File: src/rtl/bts_pkg.sv
package bts_pkg;
    typedef enum logic [2:0] {
        ST_IN      = 3'd0,
        ST_BRK_IN  = 3'd1,
        ST_OUT     = 3'd2,
        ST_DRV     = 3'd3,
        ST_BRK_OUT = 3'd4,
        ST_LOCK    = 3'd5
    } bts_state_e;
endpackage

File: src/rtl/bts_fsm.sv
module bts_fsm
    import bts_pkg::*;
(
    input  logic       clk,
    input  logic       rst_n,
    input  logic       drv_req_n,
    input  logic       ext_off,
    output bts_state_e state
);
    bts_state_e nxt;

    always_ff @(posedge clk) begin
        if (!rst_n) state <= ST_IN;
        else        state <= nxt;
    end

    always_comb begin
        nxt = state;
        unique case (state)
            ST_IN:      if (!drv_req_n && !ext_off) nxt = ST_BRK_IN;
            ST_BRK_IN:  if (ext_off)        nxt = ST_LOCK;
                        else if (drv_req_n) nxt = ST_IN;
                        else                nxt = ST_OUT;
            ST_OUT:     if (ext_off)        nxt = ST_LOCK;
                        else if (drv_req_n) nxt = ST_BRK_OUT;
                        else                nxt = ST_DRV;
            ST_DRV:     if (ext_off)        nxt = ST_LOCK;
                        else if (drv_req_n) nxt = ST_BRK_OUT;
            ST_BRK_OUT: nxt = ST_IN;
            ST_LOCK:    if (ext_off)        nxt = ST_LOCK;
                        else if (drv_req_n) nxt = ST_BRK_OUT;
                        else                nxt = ST_BRK_IN;
            default:    nxt = ST_IN;
        endcase
    end
endmodule

File: src/rtl/bts_outdec.sv
module bts_outdec
    import bts_pkg::*;
(
    input  bts_state_e state,
    input  logic       drv_req_n,
    input  logic       ext_off,
    output logic       in_en_n,
    output logic       out_en_n,
    output logic       fb_en_n
);
    always_comb begin
        in_en_n  = 1'b1;
        out_en_n = 1'b1;
        fb_en_n  = 1'b1;
        unique case (state)
            ST_IN:      in_en_n = 1'b0;
            ST_BRK_IN:  ;
            ST_OUT:     out_en_n = ext_off;
            ST_DRV: begin
                out_en_n = ext_off;
                fb_en_n  = ext_off | drv_req_n;
            end
            ST_BRK_OUT: ;
            ST_LOCK:    ;
            default:    ;
        endcase
    end
endmodule

File: src/rtl/bts_datapath.sv
module bts_datapath #(
    parameter int DW = 32
) (
    input  logic          in_en_n,
    input  logic          fb_en_n,
    input  logic [DW-1:0] core_dout,
    input  logic [DW-1:0] pad_din,
    output logic [DW-1:0] core_din,
    output logic [DW-1:0] pad_dout
);
    assign pad_dout = core_dout;

    always_comb begin
        if (!fb_en_n)      core_din = core_dout;
        else if (!in_en_n) core_din = pad_din;
        else               core_din = '0;
    end
endmodule

File: src/rtl/bus_turn_seq.sv
module bus_turn_seq #(
    parameter int DW = 32
) (
    input  logic          clk,
    input  logic          rst_n,
    input  logic          drv_req_n,
    input  logic          ext_off,
    input  logic [DW-1:0] core_dout,
    input  logic [DW-1:0] pad_din,
    output logic          in_en_n,
    output logic          out_en_n,
    output logic          fb_en_n,
    output logic [DW-1:0] core_din,
    output logic [DW-1:0] pad_dout,
    output logic          mst_bus_en,
    output logic          mst_tri_en
);
    import bts_pkg::*;

    bts_state_e state;

    bts_fsm u_fsm (
        .clk       (clk),
        .rst_n     (rst_n),
        .drv_req_n (drv_req_n),
        .ext_off   (ext_off),
        .state     (state)
    );

    bts_outdec u_dec (
        .state     (state),
        .drv_req_n (drv_req_n),
        .ext_off   (ext_off),
        .in_en_n   (in_en_n),
        .out_en_n  (out_en_n),
        .fb_en_n   (fb_en_n)
    );

    bts_datapath #(.DW(DW)) u_dp (
        .in_en_n   (in_en_n),
        .fb_en_n   (fb_en_n),
        .core_dout (core_dout),
        .pad_din   (pad_din),
        .core_din  (core_din),
        .pad_dout  (pad_dout)
    );

    // master internal bus and tristate enables held inactive-high
    assign mst_bus_en = 1'b1;
    assign mst_tri_en = 1'b1;
endmodule

File: config.mk
export PLATFORM = sky130hd
export DESIGN_NAME = bus_turn_seq
export DESIGN_NICKNAME = d
export VERILOG_FILES = /design/src/rtl/bts_pkg.sv /design/src/rtl/bts_fsm.sv /design/src/rtl/bts_outdec.sv /design/src/rtl/bts_datapath.sv /design/src/rtl/bus_turn_seq.sv
export SDC_FILE = /design/constraint.sdc
export NUM_CORES = 1
export LEC_CHECK = 0
export ABC_AREA = 1
export ABC_CLOCK_PERIOD_IN_PS = 1600
export BUFFER_PORTS_ARGS = -buffer_cell sky130_fd_sc_hd__buf_2
export CELL_PAD_IN_SITES_DETAIL_PLACEMENT = 0
export CELL_PAD_IN_SITES_GLOBAL_PLACEMENT = 1
export CORE_UTILIZATION = 16
export DETAILED_ROUTE_END_ITERATION = 16
export HOLD_SLACK_MARGIN = 0.02
export PLACE_DENSITY = 0.86
export SLEW_MARGIN = 20
export SYNTH_ARGS = -nofsm -noshare
export SYNTH_HDL_FRONTEND = slang
export SYNTH_SLANG_ARGS = --single-unit
File: constraint.sdc
create_clock -name clk -period 1.6 [get_ports clk]
set_clock_uncertainty 0.15 [all_clocks]
set_input_delay 0.08 -clock clk [delete_from_list [all_inputs] [get_ports clk]]
set_output_delay 0.08 -clock clk [all_outputs]
set_load 0.01 [all_outputs]
==> out/summary.txt <==
Clock buffers created by TritonCTS -> 3
Max Buffers Root-to-Sink -> 2
Filler cell count -> 647
Largest net degree at the start of global routing -> 20
Total power -> 0.000788 W
Final worst slack -> 54.5 ps
Worst Path Buf+Inv -> 3
Kind of cell adding the most delay to the critical path -> simple AND/OR/NAND/NOR gates
Initial antenna violation count -> 0
Biggest register -> u_fsm.state
Status -> finished, final reports clean
Clock transition at path regs -> 30 ps
Total die area -> 0.00622 mm^2
Relative contribution of the clock network to total power -> 0.277
Number of distinct library cell variants in the gate-level netlist after synthesis -> 16
Leading cell type by number of instances after synthesis -> sky130_fd_sc_hd__nand2_1
Ports placed on the boundary -> 137
Slack of the worst reg-to-reg path -> 330 ps
Detailed placer's ending HPWL -> 2730 um
Worst setup path class -> register to primary output
ANT nets after route -> 0
Worst setup path endpoint -> core_din[23]
Final Instance Count excl. Fillers -> 357
Vias in the first global route -> 1,236
Area growth from synthesis to layout -> 75.8%
Crit path max fanout -> 8
Root buffer selected by CTS -> sky130_fd_sc_hd__clkbuf_8
Post-synthesis sequential element count -> 3
Synthesized instance count -> 177
Total via count after detailed routing -> 1,419
Cell depth of the worst setup path -> 7
Power Density -> 474 mW/mm^2
Synth Cell Area -> 946 um^2
Peak Freq -> 647 MHz
Height of the die -> 78.9 um
Proportion of layout cells with a drive suffix above 1 -> 0.568
Total instance count after detailed placement -> 347
Number of synthesized flops with an enable pin -> 0
Synth area leaders -> sky130_fd_sc_hd__nand2_1 29%, sky130_fd_sc_hd__buf_4 27%, sky130_fd_sc_hd__nand3_1 20%
Startpoint of the worst-slack reg-to-reg timing path -> u_fsm.state[2]
VDD IR-drop max -> 384 uV
CP max stage cell -> sky130_fd_sc_hd__dfxtp_4
Tcrit/Tclk final -> 0.966
Length in cells of the worst reg-to-reg path -> 7
CP max stage delay -> 360 ps
Reg2Reg Capture Point -> u_fsm.state[0]
Nets -> 354
Die width -> 78.9 um
Arrival time reported for the critical path endpoint -> 1320 ps
Residual DRC -> 0
Post-placement worst setup slack -> 121 ps
CORE AREA -> 0.00561 mm^2
Worst EP required -> 1370 ps
Cell accounting for the most synthesized area -> sky130_fd_sc_hd__nand2_1
Main synth FF type -> sky130_fd_sc_hd__dfxtp_1
Setup crit end kind -> primary output
Insertion delay to the later sink of the worst-skew pair -> 220 ps
Share of total power in combinational logic -> 0.612
Iteration-0 DRC count of the detailed router -> 22
Post-synthesis average cell area -> 5.34 um^2
Total Wirelength -> 3470 um
Leak -> 1.04 nW
Standard-cell row count -> 27
Pins Over Slew Limit -> 0
Via density per instance -> 3.97
Internal power -> 0.000478 W
Class of the tightest hold or removal check -> input pin to register
Global-route wire length before repair -> 5110 um
Final setup violation count -> 0
Final core utilization -> 0.297
Number of iterations in the first detailed-routing pass -> 4
# H-tree levels -> 1
Yosys top cell area share -> 0.294
Registers with the most flip-flops -> u_fsm.state x3
Total non-filler cell area in the finished layout -> 0.00166 mm^2
Worst Setup Start Kind -> register
Proportion of register bits with asynchronous set or reset after synthesis -> 0
Max_cap viols -> 0
Unrepaired setup endpoints after global routing -> yes
Crit path cell chain -> inv_4, nand3_4, nor2_8, buf_12, nand2_1, nand2_1, buf_2
Global-route congestion overflow total -> 0
Placer Congestion -> 0.697
Switch Pwr -> 0.000310 W
Drt wl/cell -> 9.71 um
Sequential fraction of design power -> 0.111
Initial Util -> 0.169
Sequential share of the synthesized area -> 0.0635
Cell Area, Placed -> 0.00149 mm^2
Flip-flop count of the largest register, all copies and words added -> 3
Total of buffers placed on input and output ports -> 134
Final period demand of the worst path -> 1550 ps
Most numerous cell on the critical path -> sky130_fd_sc_hd__nand2_1
Total Routing Usage GR -> 0.102
Number of warnings issued by yosys -> 0
TritonCTS sink count -> 3
Most numerous cell types in the synthesized netlist -> 74 x sky130_fd_sc_hd__nand2_1, 37 x sky130_fd_sc_hd__nand3_1, 34 x sky130_fd_sc_hd__buf_4
Number of diodes added for antenna fixing -> 0
Net switching share of the total power -> 0.393
Final number of hold-violating endpoints -> 0
CP startpoint -> u_fsm.state[2]
CTS tree -> built
==> how the worst min path moves through the flow <==
stage / startpoint / to / slack, ps / depth (start not counted)
2_1_floorplan: rst_n / u_fsm.state[1] / 80 / 2
3_3_place_gp: rst_n / u_fsm.state[2] / 180 / 3
3_5_place_dp: rst_n / u_fsm.state[1] / 180 / 3
4_1_cts: drv_req_n / u_fsm.state[0] / 110 / 6
5_1_grt: drv_req_n / u_fsm.state[0] / 140 / 6
6_report: drv_req_n / u_fsm.state[0] / 110 / 6
==> cell families after synthesis <==
| kind of cell | share of synthesized area |
|---|---|
| simple gates | 0.548 |
| buf+inv | 0.366 |
| compound gates | 0.0185 |
| flops | 0.0635 |
| other cells | 0.00396 |
==> through the flow <==
step	hold WS [ps]	TNS, ps
after floorplan	81.0	0
after global placement	177	0
after detailed placement	180	0
after CTS	108	0
after global routing	136	-3.97
final	107	0
==> per-layer routing <==
layer  up-vias  part of all wire  GRT usage
li1        737                 -          -
met1       588              0.38     0.0975
met2        92              0.51      0.212
met3         2              0.11     0.0218
met4         0            0.0040     0.0273
met5         -                 0          0
==> worst reg2reg max path: cells and delay by family (launching register included) <==
family                 cells  cell delay, ps
buffers and inverters      2             210
flip-flops                 1             360
AND/OR/NAND/NOR            4             390
AO/OA/AOI/OAI              1              50
==> cell type report <==
class / instances / area [um^2] / share of cell area
clock buffers: 4 / 45.0 / 0.0271
inverters: 7 / 31.3 / 0.0188
multi-input cells: 124 / 568 / 0.342
flip-flops and latches: 3 / 71.3 / 0.0429
well taps: 72 / 90.1 / 0.0542
repair buffers: 147 / 857 / 0.515
==> placed cells by master, fill, tap and decap left out <==
cell	netlist	final
sky130_fd_sc_hd__nor2_8	1	1
sky130_fd_sc_hd__nand3_1	37	37
sky130_fd_sc_hd__nand3_4	0	1
sky130_fd_sc_hd__clkbuf_8	0	3
sky130_fd_sc_hd__inv_1	6	5
sky130_fd_sc_hd__nand2_1	74	69
sky130_fd_sc_hd__nand2_2	0	5
sky130_fd_sc_hd__buf_2	4	133
sky130_fd_sc_hd__a21oi_1	2	2
sky130_fd_sc_hd__clkbuf_1	3	1
sky130_fd_sc_hd__o211ai_1	1	1
sky130_fd_sc_hd__buf_12	0	5
sky130_fd_sc_hd__conb_1	1	2
sky130_fd_sc_hd__clkbuf_16	0	1
sky130_fd_sc_hd__buf_4	34	6
sky130_fd_sc_hd__nor2_4	0	1
sky130_fd_sc_hd__dfxtp_4	0	3
sky130_fd_sc_hd__inv_4	0	2
sky130_fd_sc_hd__buf_6	3	1
sky130_fd_sc_hd__nor2_1	5	5
sky130_fd_sc_hd__dlygate4sd3_1	0	1
==> power groups by stage <==
stage | logic, W | registers [W] | clock network [W]
after detailed placement | 0.000474 | 0.0000874 | 0
final | 0.000482 | 0.0000877 | 0.000218
after global placement | 0.000475 | 0.0000869 | 0
after CTS | 0.000479 | 0.0000893 | 0.000225
after floorplan | 0.000282 | 0.0000850 | 0
after global routing | 0.000539 | 0.0000885 | 0.000232
==> repair_timing <==
| action | 4_1_cts | 5_1_grt |
|---|---|---|
| hold buffers | 1 | 0 |
| cloned | 0 | 1 |
| gates resized for setup | 5 | 12 |
| endpoints found under the setup margin | 26 | 31 |
| endpoints found under the hold margin | 3 | 0 |
| buffers inserted | 1 | 3 |
| pin swaps | 1 | 1 |
(Power assumes the default switching activity.)
